$ cat src/rtl/vlt_pkg.sv
package vlt_pkg;

  typedef enum logic [1:0] {
    MODE_HBLANK = 2'd0,
    MODE_VBLANK = 2'd1,
    MODE_SCAN   = 2'd2,
    MODE_DRAW   = 2'd3
  } vmode_t;

  typedef struct packed {
    logic mode_chg;
    logic render;
    logic vblank;
    logic frame;
  } vevt_t;

  localparam vevt_t EVT_NONE = '{mode_chg: 1'b0, render: 1'b0, vblank: 1'b0, frame: 1'b0};

endpackage

$ cat src/rtl/vlt_dot_ctr.sv
module vlt_dot_ctr #(
  parameter int LINE_DOTS = 456,
  parameter int START_DOT = 4,
  localparam int DW = $clog2(LINE_DOTS)
) (
  input  logic          clk,
  input  logic          rst_n,
  input  logic          enable,
  input  logic          tick,
  output logic [DW-1:0] dot,
  output logic [DW-1:0] dot_nxt,
  output logic          dot_wrap
);

  localparam logic [DW-1:0] DOT_LAST  = DW'(LINE_DOTS - 1);
  localparam logic [DW-1:0] DOT_START = DW'(START_DOT);

  // next-position arithmetic kept in a function
  function automatic logic [DW-1:0] advance(input logic [DW-1:0] d);
    return (d == DOT_LAST) ? '0 : d + DW'(1);
  endfunction

  assign dot_wrap = (dot == DOT_LAST);
  assign dot_nxt  = advance(dot);

  always_ff @(posedge clk or negedge rst_n) begin
    if (!rst_n)      dot <= DOT_START;
    else if (!enable) dot <= DOT_START;
    else if (tick)    dot <= dot_nxt;
  end

endmodule

$ cat src/rtl/vlt_line_ctr.sv
module vlt_line_ctr #(
  parameter int FRAME_LINES = 154,
  localparam int LW = $clog2(FRAME_LINES)
) (
  input  logic          clk,
  input  logic          rst_n,
  input  logic          enable,
  input  logic          tick,
  input  logic          dot_wrap,
  output logic [LW-1:0] line,
  output logic [LW-1:0] line_nxt,
  output logic          first_q,
  output logic          frame_wrap
);

  localparam logic [LW-1:0] LINE_LAST = LW'(FRAME_LINES - 1);

  function automatic logic [LW-1:0] next_line(input logic [LW-1:0] l, input logic step);
    if (!step)          return l;
    if (l == LINE_LAST) return '0;
    return l + LW'(1);
  endfunction

  assign line_nxt   = next_line(line, dot_wrap);
  assign frame_wrap = dot_wrap && (line == LINE_LAST);

  always_ff @(posedge clk or negedge rst_n) begin
    if (!rst_n) begin
      line    <= '0;
      first_q <= 1'b1;
    end else if (!enable) begin
      line    <= '0;
      first_q <= 1'b1;
    end else if (tick) begin
      line    <= line_nxt;
      first_q <= first_q && (line_nxt == '0);
    end
  end

endmodule

$ cat src/rtl/vlt_mode_dec.sv
module vlt_mode_dec #(
  parameter int LINE_DOTS   = 456,
  parameter int FRAME_LINES = 154,
  parameter int VBL_LINE    = 144,
  parameter int SCAN_DOTS   = 80,
  parameter int DRAW_DOTS   = 172,
  parameter bit LATE_FIRST  = 1'b1,
  localparam int DW = $clog2(LINE_DOTS),
  localparam int LW = $clog2(FRAME_LINES)
) (
  input  logic [DW-1:0]  dot,
  input  logic [LW-1:0]  line,
  input  logic           first,
  output vlt_pkg::vmode_t mode
);
  import vlt_pkg::*;

  localparam logic [DW-1:0] SCAN_END = DW'(SCAN_DOTS);
  localparam logic [DW-1:0] DRAW_END = DW'(SCAN_DOTS + DRAW_DOTS);
  localparam logic [LW-1:0] VBL_FROM = LW'(VBL_LINE);

  // mode code for a position on a normal line
  function automatic vmode_t plain_mode(input logic [DW-1:0] d, input logic [LW-1:0] l);
    if (l >= VBL_FROM)  return MODE_VBLANK;
    if (d <  SCAN_END)  return MODE_SCAN;
    if (d <  DRAW_END)  return MODE_DRAW;
    return MODE_HBLANK;
  endfunction

  vmode_t base_mode;
  assign base_mode = plain_mode(dot, line);

  generate
    if (LATE_FIRST) begin : g_late_first
      // first line after enable shows blank in place of object scan
      always_comb begin
        if (first && (line == '0) && (base_mode == MODE_SCAN)) mode = MODE_HBLANK;
        else                                                   mode = base_mode;
      end
    end else begin : g_plain
      always_comb mode = base_mode;
    end
  endgenerate

endmodule

$ cat src/rtl/vlt_evt_gen.sv
module vlt_evt_gen (
  input  logic            clk,
  input  logic            rst_n,
  input  logic            enable,
  input  logic            tick,
  input  vlt_pkg::vmode_t mode_nxt,
  input  logic            frame_wrap,
  input  logic            ready_clr,
  output vlt_pkg::vmode_t mode_q,
  output vlt_pkg::vevt_t  evt_q,
  output logic            ready_q
);
  import vlt_pkg::*;

  function automatic vevt_t classify(input vmode_t old_m, input vmode_t new_m, input logic wrap);
    vevt_t e;
    e.mode_chg = (old_m != new_m);
    e.render   = e.mode_chg && (new_m == MODE_HBLANK);
    e.vblank   = e.mode_chg && (new_m == MODE_VBLANK);
    e.frame    = wrap;
    return e;
  endfunction

  vevt_t evt_d;
  logic  ready_d;

  always_comb begin
    evt_d   = tick ? classify(mode_q, mode_nxt, frame_wrap) : EVT_NONE;
    // a set on the wrapping tick outranks the clear strobe
    ready_d = evt_d.frame | (ready_q & ~ready_clr);
  end

  always_ff @(posedge clk or negedge rst_n) begin
    if (!rst_n) begin
      mode_q  <= MODE_HBLANK;
      evt_q   <= EVT_NONE;
      ready_q <= 1'b0;
    end else if (!enable) begin
      mode_q  <= MODE_HBLANK;
      evt_q   <= EVT_NONE;
      ready_q <= 1'b0;
    end else begin
      evt_q   <= evt_d;
      ready_q <= ready_d;
      if (tick) mode_q <= mode_nxt;
    end
  end

endmodule

$ cat src/rtl/vid_line_timer.sv
module vid_line_timer #(
  parameter int LINE_DOTS   = 456,
  parameter int FRAME_LINES = 154,
  parameter int VBL_LINE    = 144,
  parameter int SCAN_DOTS   = 80,
  parameter int DRAW_DOTS   = 172,
  parameter int START_DOT   = 4,
  parameter bit LATE_FIRST  = 1'b1,
  localparam int DW = $clog2(LINE_DOTS),
  localparam int LW = $clog2(FRAME_LINES)
) (
  input  logic          clk,
  input  logic          rst_n,
  input  logic          disp_en,
  input  logic          dot_tick,
  input  logic          ready_clr,
  output logic [1:0]    mode,
  output logic [LW-1:0] line_no,
  output logic [DW-1:0] dot_pos,
  output logic          first_line,
  output logic          ev_mode_chg,
  output logic          ev_render,
  output logic          ev_vblank,
  output logic          ev_frame,
  output logic          frame_ready
);
  import vlt_pkg::*;

  // named internal events, visible to the bound checker
  logic [DW-1:0] dot_nxt;
  logic          dot_wrap;
  logic [LW-1:0] line_nxt;
  logic          frame_wrap;
  vmode_t        mode_nxt;
  vmode_t        mode_q;
  vevt_t         evt_q;

  vlt_dot_ctr #(.LINE_DOTS(LINE_DOTS), .START_DOT(START_DOT)) u_dot (
    .clk(clk), .rst_n(rst_n), .enable(disp_en), .tick(dot_tick),
    .dot(dot_pos), .dot_nxt(dot_nxt), .dot_wrap(dot_wrap)
  );

  vlt_line_ctr #(.FRAME_LINES(FRAME_LINES)) u_line (
    .clk(clk), .rst_n(rst_n), .enable(disp_en), .tick(dot_tick),
    .dot_wrap(dot_wrap), .line(line_no), .line_nxt(line_nxt),
    .first_q(first_line), .frame_wrap(frame_wrap)
  );

  vlt_mode_dec #(
    .LINE_DOTS(LINE_DOTS), .FRAME_LINES(FRAME_LINES), .VBL_LINE(VBL_LINE),
    .SCAN_DOTS(SCAN_DOTS), .DRAW_DOTS(DRAW_DOTS), .LATE_FIRST(LATE_FIRST)
  ) u_dec (
    .dot(dot_nxt), .line(line_nxt), .first(first_line), .mode(mode_nxt)
  );

  vlt_evt_gen u_evt (
    .clk(clk), .rst_n(rst_n), .enable(disp_en), .tick(dot_tick),
    .mode_nxt(mode_nxt), .frame_wrap(frame_wrap), .ready_clr(ready_clr),
    .mode_q(mode_q), .evt_q(evt_q), .ready_q(frame_ready)
  );

  assign mode        = mode_q;
  assign ev_mode_chg = evt_q.mode_chg;
  assign ev_render   = evt_q.render;
  assign ev_vblank   = evt_q.vblank;
  assign ev_frame    = evt_q.frame;

endmodule

$ cat config.mk
export PLATFORM = sky130hd
export DESIGN_NAME = vid_line_timer
export DESIGN_NICKNAME = d
export VERILOG_FILES = /design/src/rtl/vlt_pkg.sv /design/src/rtl/vlt_dot_ctr.sv /design/src/rtl/vlt_line_ctr.sv /design/src/rtl/vlt_mode_dec.sv /design/src/rtl/vlt_evt_gen.sv /design/src/rtl/vid_line_timer.sv
export SDC_FILE = /design/constraint.sdc
export NUM_CORES = 1
export LEC_CHECK = 0
export ABC_AREA = 1
export BUFFER_PORTS_ARGS = -buffer_cell sky130_fd_sc_hd__buf_4
export CORE_AREA = 2 2 60 62
export CTS_CLUSTER_SIZE = 10
export DETAILED_ROUTE_END_ITERATION = 8
export DIE_AREA = 0 0 62 64
export GPL_TIMING_DRIVEN = 0
export PLACE_DENSITY = 0.68
export SYNTH_ARGS = -nofsm -noshare
export SYNTH_HDL_FRONTEND = slang
export SYNTH_SLANG_ARGS = --single-unit
$ cat constraint.sdc
create_clock -name clk -period 2.4 [get_ports clk]
set_clock_uncertainty 0.1 [all_clocks]
set_input_delay 0.72 -clock clk [delete_from_list [all_inputs] [get_ports clk]]
set_output_delay 0.72 -clock clk [all_outputs]
set_load 0.005 [all_outputs]
After elaboration in Yosys (flattened, before gate mapping)
Cells that the tools add are included.
- register bits after elaboration: 25
- input port bits: 5
- output and inout port bits: 25
- logic and storage cells: 61
- $add $sub $neg: 2
- $lt $le $gt $ge: 3
- equal/unequal tests: 6
- muxes and demuxes: 31
- bitwise logic cells: 3
- reduce and logical (&&, ||, !) cells: 7
- operator list (kind ; count):
    2-to-1 mux 8 bit ; 6
    2-to-1 mux 9 bit ; 3
    2-to-1 mux 2 bit ; 9
    2-to-1 mux 1 bit ; 11
    adder 9 x 1 -> 9 bit (second input constant) ; 1
    equality test 9 bit (second input constant) ; 1
    less-than comparator 9 x 7 -> 1 bit (second input constant) ; 1
    less-than comparator 9 x 8 -> 1 bit (second input constant) ; 1
    adder 8 x 1 -> 8 bit (second input constant) ; 1
    equality test 8 bit (second input constant) ; 1
    greater-or-equal comparator 8 bit (second input constant) ; 1
    logical NOT 8 bit ; 1
    2-to-1 mux 4 bit ; 2
    logical AND 1 bit ; 5
    equality test 2 x 1 -> 1 bit (second input constant) ; 1
    equality test 2 bit (second input constant) ; 1
    logical NOT 2 bit ; 1
    inequality test 2 x 1 -> 1 bit (second input constant) ; 1
    inequality test 2 bit ; 1
    bitwise AND 1 bit ; 1
    inverter 1 bit ; 1
    OR 1 bit ; 1

Logic depth before layout (Yosys ltp)
- depth in word-level cells: 21
- depth in mapped cells: 17
- depth with buffers taken out: 17

Modules after synthesis
From an unflattened synthesis, not the netlist that was laid out.
- cells, all modules: 247
- area, all modules: 1664.1 um^2
- modules (own cells, without submodules) (module ; instances ; cells each ; area each (um^2) ; sequential area each (um^2)):
    vlt_line_ctr ; 1 ; 93 ; 626.9 ; 226.5
    vlt_dot_ctr ; 1 ; 96 ; 621.8 ; 226.5
    vlt_evt_gen ; 1 ; 34 ; 310.3 ; 175.2
    vlt_mode_dec ; 1 ; 24 ; 105.1 ; 0.0

Worst setup path after synthesis
No wires, ideal clock.
- kind: reg2reg
- start point: reg u_dot.dot[0]
- end point: reg u_evt.evt_q[3] (netlist name)
- data arrival time: 1.713 ns
- required time: 2.187 ns
- setup slack: 0.474 ns
- cell stages (with the launch flop): 17
- buffers on the path: 0
- cells stage by stage: dfrtp_1 -> ha_1 -> nand2_2 -> clkinv_2 -> nand2_4 -> nor2_8 -> nand2_4 -> nand3_2 -> nand3_1 -> nand2_2 -> inv_1 -> nor2_1 -> o21ai_2 -> nand2_1 -> nand3_1 -> nand2_1 -> inv_1
- word-level cells in the longest chain between the ends: 15
- elaborated cells on any way between the ends: 26
- those cells by class: add/sub (1); order compare (3); eq/ne (3); mux (16); reduce/logical (3)
- RTL lines (element ; line ; RTL):
    start, declared ; vlt_dot_ctr.sv:10 ; output logic [DW-1:0] dot,
    start signal, assigned ; vlt_dot_ctr.sv:29 ; else if (tick) dot <= dot_nxt;
    adder 9 x 1 -> 9 bit or equality test 9 bit (tied branches) ; vlt_dot_ctr.sv:20, vlt_dot_ctr.sv:23 ;
    2-to-1 mux 9 bit ; vlt_dot_ctr.sv:20 ; return (d == DOT_LAST) ? '0 : d + DW'(1);
    less-than comparator 9 x 8 -> 1 bit ; vlt_mode_dec.sv:26 ; if (d < DRAW_END) return MODE_DRAW;
    2-to-1 mux 1 bit (2 in series) ; vlt_mode_dec.sv:26 ;
    2-to-1 mux 1 bit ; vlt_mode_dec.sv:25 ; if (d < SCAN_END) return MODE_SCAN;
    2-to-1 mux 2 bit ; vlt_mode_dec.sv:27 ; return MODE_HBLANK;
    2-to-1 mux 2 bit ; vlt_mode_dec.sv:26 ;
    2-to-1 mux 2 bit ; vlt_mode_dec.sv:25 ;
    equality test 2 bit ; vlt_mode_dec.sv:37 ; if (first && (line == '0) && (base_mode == MODE_SCAN)) mode = MODE_HBLANK;
    logical AND 1 bit ; vlt_mode_dec.sv:37 ;
    2-to-1 mux 2 bit * ; vlt_mode_dec.sv:37 ;
    inequality test 2 bit * ; vlt_evt_gen.sv:17 ; e.mode_chg = (old_m != new_m);
    2-to-1 mux 4 bit * ; vlt_evt_gen.sv:28 ; evt_d = tick ? classify(mode_q, mode_nxt, frame_wrap) : EVT_NONE;
    2-to-1 mux 4 bit * ; vlt_evt_gen.sv:38 ; end else if (!enable) begin
Mark *: on every way between the ends. The rest lies on a longest branch, timed or not. The select of a mux whose other input is x is not followed.
A chain may end at the register's enable or synchronous reset.

Final worst setup path
- start point: reg u_dot.dot[2]
- end point: reg u_evt.evt_q[3] (netlist name)
- word-level cells in the longest chain between the ends: 15
- elaborated cells on any way between the ends: 26
- those cells by class: add/sub (1); order compare (3); eq/ne (3); mux (16); reduce/logical (3)
- RTL lines (element ; line):
    adder 9 x 1 -> 9 bit or equality test 9 bit (tied branches) ; vlt_dot_ctr.sv:20, vlt_dot_ctr.sv:23
    2-to-1 mux 9 bit ; vlt_dot_ctr.sv:20
    less-than comparator 9 x 8 -> 1 bit ; vlt_mode_dec.sv:26
    2-to-1 mux 1 bit (2 in series) ; vlt_mode_dec.sv:26
    2-to-1 mux 1 bit ; vlt_mode_dec.sv:25
    2-to-1 mux 2 bit ; vlt_mode_dec.sv:27
    2-to-1 mux 2 bit ; vlt_mode_dec.sv:26
    2-to-1 mux 2 bit ; vlt_mode_dec.sv:25
    equality test 2 bit ; vlt_mode_dec.sv:37
    logical AND 1 bit ; vlt_mode_dec.sv:37
    2-to-1 mux 2 bit * ; vlt_mode_dec.sv:37
    inequality test 2 bit * ; vlt_evt_gen.sv:17
    2-to-1 mux 4 bit * ; vlt_evt_gen.sv:28
    2-to-1 mux 4 bit * ; vlt_evt_gen.sv:38
Marks and branches as above.

==> results.txt <==
- Status: complete, no violations
- 1st-pass router iterations: 4
- Worst-case register-to-register setup slack: around 200 ps
- In this design, the critical path's most frequently occurring cell is nand2_1.
- Total Wirelength: about 4200 um
- Number of H-tree branching levels: 1
- Critical Path Start: u_dot.dot[2]
* Utilization after layout: 59.9%
- The final layout contains 274 nets.
- In this run the mean area of a mapped cell was 7.18 um^2.
* Achievable Freq: 455 MHz
- In the synthesized netlist, the cells that appear most often are nand2_1, inv_1, nor2_1.
* Kind of start point of the critical path: flip-flop
- Synth area leaders: dfrtp_1, nand2_1, inv_1
- The cell area that synthesis handed to floorplanning was roughly 1600 um^2.
- The slowest stage of the critical path is the dfstp_2 cell.
- Critical Path AT: 2360 ps
* Number of DRC markers after the initial detailed-route iteration: 94
- Number of buffers on the longest clock path: 2
- The number of global-route vias before repair was approximately 1500.
- The detail route stage leaves a number of antenna-violating nets equal to 0.
- dfrtp_1 takes more of the synthesized area than any other cell.
- CTS placed an instance of clkbuf_4 at the clock tree root.
- Following the worst setup path forward leads to its endpoint at u_evt.evt_q[3].
- Slowest cell delay on critical path: 610 ps
- The congestion estimate from routability-driven global placement came to 0.924.
* Final max-slew violation count: 0
* TritonCTS Buffers: 3
- Effective utilization at floorplan: 50.1%
- Endpoint class of the critical path: flip-flop
* Worst IR drop on VDD: 0.000227 V
- In the routed design, unresolved DRC markers number 0.
- The multi-input combinational cells in the finished layout cover a total of 883 um^2.
* FF+latch area: 628 um^2
* HP Class: input port to async pin
- Main synth FF type: dfrtp_1
- Area overhead of the layout relative to synthesis: 19.7%
- The die covers 3970 um^2.
- In this run the vertical extent of the chip is 64 um.
- Placeable core region: 3280 um^2
* Number of sinks handled by clock tree synthesis: 25
- Hold Violations, Final: 0
* Ant diodes: 0
- Max-slew headroom: 63.7%
- Vias per std cell: 5.13
- Post-Route Setup TNS: 0 ps
- The routed layout has 1595 vias.
* Synthesized netlist net count: 237
- Row count: 21
- Beginning of the worst register-to-register path: u_dot.dot[2]
- Share of final-layout standard cells stronger than drive strength 1: 23.8%
- The number of gates resized after CTS was 0.
- Share of the synthesized area in the top cell type: 35.0%
* Setup Crit Path Kind: flip-flop to flip-flop
* Number of synthesized register bits: 25
* Number of instances in the synthesized netlist: 229
- The worst register-to-register path ends at u_evt.evt_q[3].
- The smallest clock period supported by the final layout is computed as 2200 ps.
* Cell with the most instances after synthesis: nand2_1
* Post-route design area: 1970 um^2
- From left edge to right edge, the die measures about 62 um.
* Overall power consumption: 676 uW
- The worst register-to-register path has a depth of 14.
* Required time of the critical path: 2570 ps
- HPWL after DPL: 3140 um
- Register clock-pin slew on the reported worst setup and hold paths: 150 ps
- First-pass GRT wire length: 6900 um
- Dividing the detail-routed wire length by the instance count gives roughly 13 um.
- Yosys mapped the design onto 29 distinct sky130hd cell types.
- DP Area: 1920 um^2
- Port Buffers: 29
- Across the run, the number of max-cap violations was 0.
- Number of filler cells placed in the layout: 321
* Final-report setup violation count: 0
- The number of antenna violations at the first check in global routing was 0.
* Pin count of the biggest net entering global routing: 26
- 30 I/O pins were placed.
- At the pin with the least slew margin, the transition time is 544 ps.
* Clock tree from TritonCTS: yes
* Final period utilization: 91.5%
- Summed over all layers, the global routing overflow is 0.
- Setup repair after global routing left no endpoint under its margin.
- Summed over all cells, the static leakage comes to 0.00107 uW.
* Count of yosys warnings during synthesis: 0
- Of the synthesized area, sequential elements account for 38.2%.
- Number of synthesized flops with an enable pin: 0
- Fraction of registers with async set/reset: 100%
- P per Cell Area: 343 nW/um^2
- Cell-by-cell listing of the critical path: nand2_2 > clkinv_2 > nand2_4 > nor2_8 > nand2_4 > nand3_1 > nand2_1 > nor2_2 > nand3_2 > o21ai_2 > nand2_1 > nand3_1 > nand2_1 > inv_1
- Clock insertion delay at the later pin of the skew report: 320 ps
* Crit path max fanout: 8
* Overall track demand over capacity in global routing: between 20 and 25%
## report_power, final
part | switching [uW] | total (uW) | internal, uW
registers | 3.59 | 428 | 425
clock network | 128 | 194 | 65.1
logic | 35.2 | 54.0 | 18.8
## worst min-delay path by stage
| stage | from | to | slack (ps) | depth (start not counted) |
|---|---|---|---|---|
| finish | rst_n | u_line.line[1] | 170 | 1 |
| global route | rst_n | u_dot.dot[4] | 180 | 1 |
| CTS | rst_n | u_line.line[1] | 170 | 1 |
| detailed placement | u_line.first_q | u_line.first_q | 410 | 2 |
| global placement | u_line.first_q | u_line.first_q | 410 | 2 |
| floorplan | rst_n | u_dot.dot[0] | 320 | 0 |
## registers in the layout (all words and copies together) (netlist names)
register,cells
u_line.first_q,1
u_evt.ready_q,1
u_evt.evt_q,4
u_line.line,8
u_dot.dot,9
u_evt.mode_q,2
## cell families after synthesis
logic type / Yosys count / share of synthesized area [%]
simple gates: 138 / 40.3
buf+inv: 35 / 8.07
xor+xnor: 1 / 0.533
fa+ha+maj: 3 / 2.28
flops: 25 / 38.2
compound gates: 27 / 10.6
## routing by layer
| metal | vias to the layer above | global-route usage [%] | wire [um] | part of all wire, % |
|---|---|---|---|---|
| met3 | 2 | 3.04 | 225 | 5.4 |
| met5 | - | 0 | 0 | 0 |
| li1 | 822 | - | - | - |
| met1 | 724 | 35.8 | 2050 | 49 |
| met4 | 0 | 8.24 | 22 | 0.53 |
| met2 | 47 | 31.8 | 1850 | 45 |
## metrics by stage
step	hold WS, ps	setup WS, ps	instances
finish	174	203	311
global route	181	16.3	311
CTS	175	177	308
detailed placement	410	222	304
global placement	407	223	304
floorplan	324	474	229
## area by class of cell
class,instances,share of cell area (%)
clock buffer,4,1.34
sequential,25,31.9
inverter,33,6.36
timing repair buffer,32,12.2
tap,46,2.92
multi-input combinational,169,44.9
buffer,2,0.381
## critical path, delay by kind of cell, from the launching register on
kind | cells | cell delay, ps
AND/OR/NAND/NOR | 11 | 1100
AO/OA/AOI/OAI | 1 | 180
flip-flops | 1 | 610
buffers and inverters | 2 | 140
## what timing repair did
| item | CTS | global route |
|---|---|---|
| endpoints found under the hold margin | 0 | 0 |
| setup endpoints to repair | 0 | 1 |
| hold buffers | 0 | 0 |
| setup buffers | 0 | 3 |
## cells in the final DEF, fill, tap and decap left out, types with 2 or more instances in the layout
| master | Yosys | final |
|---|---|---|
| nand3_2 | 5 | 5 |
| inv_2 | 2 | 2 |
| clkbuf_4 | 0 | 3 |
| buf_4 | 0 | 32 |
| ha_1 | 3 | 3 |
| nand2_1 | 65 | 65 |
| inv_1 | 29 | 29 |
| nor2_1 | 24 | 24 |
| o22ai_1 | 16 | 16 |
| o21ai_0 | 4 | 4 |
| dfstp_2 | 2 | 2 |
| nand2_2 | 5 | 5 |
| nand3_1 | 20 | 20 |
| nand4_1 | 5 | 5 |
| nand2_4 | 3 | 3 |
| nor2_2 | 8 | 8 |
| dfrtp_1 | 23 | 23 |
| clkbuf_1 | 2 | 3 |
Power figures use the tool's default switching activity.
